<file path="config.mk">
export PLATFORM = sky130hd
export DESIGN_NAME = sram_ft
export DESIGN_NICKNAME = d
export VERILOG_FILES = /design/src/rtl/sram_ft_pkg.sv /design/src/rtl/sram_ft_ctrl.sv /design/src/rtl/sram_ft_array.sv /design/src/rtl/sram_ft.sv
export SDC_FILE = /design/constraint.sdc
export NUM_CORES = 2
export LEC_CHECK = 0
export CORE_UTILIZATION = 25
export DETAILED_ROUTE_END_ITERATION = 8
export MAX_ROUTING_LAYER = met4
export PLACE_DENSITY = 0.44
export SYNTH_ARGS = -nofsm -noshare
export SYNTH_HDL_FRONTEND = slang
export SYNTH_SLANG_ARGS = --single-unit
</file>
<file path="constraint.sdc">
create_clock -name clk -period 3.8 [get_ports clk]
set_input_delay 1.14 -clock clk [delete_from_list [all_inputs] [get_ports clk]]
set_output_delay 1.14 -clock clk [all_outputs]
set_load 0.02 [all_outputs]
</file>
<file path="src/rtl/sram_ft_pkg.sv">
package sram_ft_pkg;

    localparam int STEP_BITS = 2;

    typedef enum logic [1:0] {
        CMD_IDLE,
        CMD_LOAD,
        CMD_DESEL,
        CMD_NEXT
    } cmd_e;

    typedef struct packed {
        logic rd;
        logic wr;
    } phase_t;

    function automatic cmd_e decode_cmd(input logic ce_all, input logic load_n,
                                        input logic active);
        if (!load_n) return ce_all ? CMD_LOAD : CMD_DESEL;
        return active ? CMD_NEXT : CMD_IDLE;
    endfunction

    function automatic logic [STEP_BITS-1:0] step_wrap(input logic [STEP_BITS-1:0] b);
        return b + 1'b1;
    endfunction

endpackage

</file>
<file path="src/rtl/sram_ft_ctrl.sv">
module sram_ft_ctrl
    import sram_ft_pkg::*;
#(
    parameter int AW = 6
) (
    input  logic          clk,
    input  logic          rst,
    input  logic          cken_n,
    input  logic          ce_all,
    input  logic          load_n,
    input  logic          wr_n,
    input  logic [AW-1:0] addr,
    output logic [AW-1:0] addr_q,
    output logic          rd_phase,
    output logic          wr_phase
);

    logic   active;
    logic   is_wr;
    phase_t ph;
    cmd_e   cmd;

    assign cmd      = decode_cmd(ce_all, load_n, active);
    assign rd_phase = ph.rd;
    assign wr_phase = ph.wr;

    always_ff @(posedge clk) begin
        if (rst) begin
            active <= 1'b0;
            is_wr  <= 1'b0;
            addr_q <= '0;
            ph     <= '0;
        end else if (!cken_n) begin
            unique case (cmd)
                CMD_LOAD: begin
                    active <= 1'b1;
                    is_wr  <= !wr_n;
                    addr_q <= addr;
                    ph.rd  <= wr_n;
                    ph.wr  <= !wr_n;
                end
                CMD_DESEL: begin
                    active <= 1'b0;
                    ph     <= '0;
                end
                CMD_NEXT: begin
                    addr_q <= {addr_q[AW-1:STEP_BITS], step_wrap(addr_q[STEP_BITS-1:0])};
                    ph.rd  <= !is_wr;
                    ph.wr  <= is_wr;
                end
                default: ph <= '0;
            endcase
        end
    end

    // held clock enable freezes address and phase
    a_r2_hold: assert property (@(posedge clk) disable iff (rst)
        cken_n |=> ($stable(addr_q) && $stable(ph)));

    // a read command opens a read cycle, not a write cycle
    a_r3_read_start: assert property (@(posedge clk) disable iff (rst)
        (!cken_n && !load_n && ce_all && wr_n) |=> (rd_phase && !wr_phase));

    // deselect closes any access
    a_r9_deselect: assert property (@(posedge clk) disable iff (rst)
        (!cken_n && !load_n && !ce_all) |=> (!rd_phase && !wr_phase));

    // continuation wraps the low two address bits
    a_r10_wrap: assert property (@(posedge clk) disable iff (rst)
        (!cken_n && load_n && active) |=>
            (addr_q[1:0] == $past(addr_q[1:0]) + 2'd1 &&
             addr_q[AW-1:2] == $past(addr_q[AW-1:2])));

endmodule

</file>
<file path="src/rtl/sram_ft_array.sv">
module sram_ft_array #(
    parameter int AW = 6,
    parameter int NB = 4,
    parameter int BW = 8
) (
    input  logic             clk,
    input  logic             rst,
    input  logic             we,
    input  logic [AW-1:0]    addr,
    input  logic [NB-1:0]    bsel_n,
    input  logic [NB*BW-1:0] wdata,
    output logic [NB*BW-1:0] rdata
);

    localparam int DEPTH = 1 << AW;
    localparam int DW    = NB * BW;

    logic [DW-1:0] mem [DEPTH];
    logic [DW-1:0] merged;

    generate
        for (genvar b = 0; b < NB; b++) begin : g_lane
            assign merged[b*BW +: BW] = bsel_n[b] ? mem[addr][b*BW +: BW]
                                                  : wdata[b*BW +: BW];
        end
    endgenerate

    always_ff @(posedge clk) begin
        if (rst) begin
            for (int i = 0; i < DEPTH; i++) mem[i] <= '0;
        end else if (we) begin
            mem[addr] <= merged;
        end
    end

    assign rdata = mem[addr];

endmodule

</file>
<file path="src/rtl/sram_ft.sv">
module sram_ft #(
    parameter int AW = 6,
    parameter int NB = 4,
    parameter int BW = 8
) (
    input  logic             clk,
    input  logic             rst,
    input  logic             cken_n,
    input  logic             ce0_n,
    input  logic             ce1,
    input  logic             ce2_n,
    input  logic             load_n,
    input  logic             wr_n,
    input  logic [NB-1:0]    bsel_n,
    input  logic [AW-1:0]    addr,
    input  logic             oe_n,
    input  logic [NB*BW-1:0] din,
    output logic [NB*BW-1:0] dout,
    output logic             dout_vld
);

    localparam int DW = NB * BW;

    logic          ce_all;
    logic [AW-1:0] addr_q;
    logic          rd_phase;
    logic          wr_phase;
    logic [DW-1:0] rdata;

    assign ce_all = !ce0_n && ce1 && !ce2_n;

    sram_ft_ctrl #(.AW(AW)) u_ctrl (
        .clk      (clk),
        .rst      (rst),
        .cken_n   (cken_n),
        .ce_all   (ce_all),
        .load_n   (load_n),
        .wr_n     (wr_n),
        .addr     (addr),
        .addr_q   (addr_q),
        .rd_phase (rd_phase),
        .wr_phase (wr_phase)
    );

    sram_ft_array #(.AW(AW), .NB(NB), .BW(BW)) u_array (
        .clk    (clk),
        .rst    (rst),
        .we     (wr_phase && !cken_n),
        .addr   (addr_q),
        .bsel_n (bsel_n),
        .wdata  (din),
        .rdata  (rdata)
    );

    assign dout     = rd_phase ? rdata : '0;
    assign dout_vld = rd_phase && !oe_n;

    // no drive while write data is on the bus
    a_r7_wdata_quiet: assert property (@(posedge clk) disable iff (rst)
        wr_phase |-> !dout_vld);

endmodule

</file>
==> results.sh <==
export IMPL_p_leak_nw=41.8
export IMPL_async_flop_share=0
export IMPL_finClkSkew_ns=0.0523
export IMPL_critical_path_buf_inv_count=6
export IMPL_ioPinCount=84
export IMPL_fin_area_um2=128000
export IMPL_status="complete, but fails checks"
export IMPL_synth_xor_area_frac=0
export IMPL_slew_limit_headroom=0.0616
export IMPL_drive_gt1_frac=0.302
export IMPL_hold_viol=0
export IMPL_vdd_drop_max_v=0.000419
export IMPL_hold_buffers=0
export IMPL_via_count=83121
export IMPL_slew_viol_final=0
export IMPL_grtUsageTotal=0.280
export IMPL_cp_top_family="simple AND/OR/NAND/NOR gates"
export IMPL_drv_cap=0
export IMPL_die_x_um=627
export IMPL_synth_seq_cells=2058
export IMPL_crit_top_cell="buf_12"
export IMPL_antenna_found_initial=38
export IMPL_rows=229
export IMPL_area_delta_synth_final_pct=31.1
export IMPL_core_area_um2=389000
export IMPL_regArea_um2=61700
export IMPL_grt_max_degree=129
export IMPL_crit_path_end="dout[4]"
export IMPL_netlist_area_um2=97600
export IMPL_failed_checks="DRC, setup timing"
export IMPL_yosys_area_share_simple=0.0827
export IMPL_reg2reg_slack_ns=-0.12
export IMPL_min_period_ns=5.03
export IMPL_routed_wl_mm=558
export IMPL_drt_iter0_drc=13543
export IMPL_portBuffers=83
export IMPL_setup_viol=103
export IMPL_cts_htree_levels=4
export IMPL_min_delay_start="u_ctrl.wr_phase"
export IMPL_cts_num_sinks=2058
export IMPL_slowest_delay_ns=0.58
export IMPL_synth_ff_type="edfxtp_1"
export IMPL_critical_path_depth=12
export IMPL_ant_nets=0
export IMPL_grt_pass1_wl_mm=726
export IMPL_rr_endpoint="u_array.mem[50][4]"
export IMPL_synth_fp_nets=7556
export IMPL_syn_inst=7503
export IMPL_remaining_drc_errors=28
export IMPL_cts_buffer_depth=4
export IMPL_layout_setup_ws_ns=-1.23
export IMPL_crit_path_end_kind="primary output"
export IMPL_cp_startpoint="u_ctrl.addr_q[1]"
export IMPL_r2r_start="u_ctrl.addr_q[1]"
export IMPL_die_area_um2=393000
export IMPL_layout_nets=8141
export IMPL_crit_path_start_kind="register"
export IMPL_total_power_mw=55.3
export IMPL_multi_input_area_um2=34600
export IMPL_cts_tree="done"
export IMPL_start_util=0.251
export IMPL_layout_commonest_cell="edfxtp_1"
export IMPL_chipHeight_um=627
export IMPL_root_buffer="clkbuf_16"
export IMPL_reg2regPathDepth=12
export IMPL_gp_congestion=0.937
export IMPL_final_cell_mix="edfxtp_1, a211oi_1, buf_4"
export IMPL_clkTransAtPathRegs_ns=0.06
export IMPL_crit_type="reg -> out"
export IMPL_worst_slew_pin_slew_ns=1.40
export IMPL_min_period_over_period=1.32
export IMPL_ys_types=77
export IMPL_viasPerCell=6.16
export IMPL_fillers=38313
export IMPL_cp_cell_sequence="buf_12, buf_6, and2_4, buf_12, buf_12, buf_12, a22oi_2, o22ai_4, or4_4, nor4b_4, a21oi_4, buf_6"
export IMPL_synth_fa_ha_area_frac=0.000256
export IMPL_clock_fmax_ghz=0.199
export IMPL_synthMuxAreaShare=0.0428
export IMPL_synth_compound_area_frac=0.192
export IMPL_worstPathRequired_ns=2.66
export IMPL_wire_per_inst_um=41.3
export IMPL_dr_pass1_iters=9
export IMPL_dpl_instance_area_um2=115000
export IMPL_min_path_type="reg -> reg"
export IMPL_syn_avg_cell_area_um2=13.0
export IMPL_cts_made_buffers=237
export IMPL_path_max_fanout=6
export IMPL_grt_pass1_vias=77478
export IMPL_cp_slowest_cell="or4_4"
export IMPL_hold_ws_ns=0.495
export IMPL_arrival_ns=3.89
export IMPL_hpwl_mm=347
export IMPL_synth_top_family_by_area="compound AO/OA/AOI/OAI gates"
export IMPL_synth_edf_count=2048
export IMPL_synth_warnings=0
export IMPL_yosysSeqAreaShare=0.632
export IMPL_grt_overflow_total=0
export IMPL_clock_latency_ns=0.98
export IMPL_p_per_area_nw_per_um2=432
export IMPL_rsz0062_at_grt="true"
Yosys cell counts, types with 106 or more instances:
library cell / count / area [um^2]
a22oi_1: 334 / 2510
a221oi_1: 163 / 1430
nor3_1: 808 / 4040
o22ai_1: 156 / 976
buf_2: 383 / 1920
clkbuf_1: 608 / 2280
a22o_1: 106 / 928
a211oi_1: 1298 / 9740
a21oi_1: 158 / 791
mux2i_1: 174 / 1740
nand2_1: 168 / 631
edfxtp_1: 2048 / 61500
state kept, by name, indices dropped and copies added, names as in the netlist:
| register | count |
|---|---|
| u_ctrl.is_wr | 1 |
| u_array.mem | 2048 |
| u_ctrl.wr_phase | 1 |
| u_ctrl.active | 1 |
| u_ctrl.rd_phase | 1 |
| u_ctrl.addr_q | 6 |
worst min path at each step:
stage                      endpoint  slack, ns  cells past startpoint
global route        u_ctrl.wr_phase       0.52                      2
CTS                 u_ctrl.wr_phase       0.50                      2
detailed placement  u_ctrl.wr_phase       0.49                      2
global placement    u_ctrl.wr_phase       0.47                      2
floorplan           u_ctrl.wr_phase       0.45                      2
finish              u_ctrl.wr_phase       0.49                      2
per-layer routing:
layer | vias to the layer above | global-route usage | routed length, um
met5 | - | - | 0
met4 | 0 | 0.143 | 35600
met3 | 1461 | 0.0717 | 66900
met2 | 6500 | 0.413 | 242000
met1 | 43185 | 0.353 | 213000
li1 | 31975 | - | -
cell type report:
cell class / count / area share
Antenna cell: 18 / 0.000352
Clock buffer: 291 / 0.0483
Clock inverter: 139 / 0.00988
Inverter: 12 / 0.000499
Multi-Input combinational cell: 4322 / 0.270
Sequential cell: 2058 / 0.482
Tap cell: 5197 / 0.0508
Timing Repair Buffer: 1457 / 0.138
through the flow:
stage          setup TNS, ns   util  std cells  worst slack [ns]
2_1_floorplan              0      -       7503            0.0281
3_3_place_gp          -38.71  0.295      12843             -1.27
3_5_place_dp          -40.19  0.295      12843             -1.18
4_1_cts               -36.80  0.323      13392             -1.30
5_1_grt               -40.65  0.329      13490             -1.24
6_report              -39.40  0.329      13494             -1.23
kinds of logic after synthesis:
logic type | after synthesis
adder cells (fa/ha/maj) | 2
multiplexers | 326
AND/OR/NAND/NOR | 1482
buffers and inverters | 1124
AO/OA/AOI/OAI | 2511
flip-flops | 2058
power breakdown:
part / internal (mW) / switching, mW / leakage (nW)
clock network: 12.9 / 10.1 / 3.64
registers: 25.6 / 0.254 / 21.2
logic: 1.97 / 4.45 / 16.9
tightest hold or removal path, stage by stage (launching register included):
cell and delay, ns:
dfxtp_1 0.32, a21oi_1 0.06, nor2_1 0.08
what timing repair did:
item | in CTS | in global routing
pin swaps | 102 | 162
setup buffers | 111 | 89
endpoints found under the setup margin | 533 | 306
gates cloned | 15 | 12
resized for setup | 480 | 321
(Power assumes the default switching activity.)
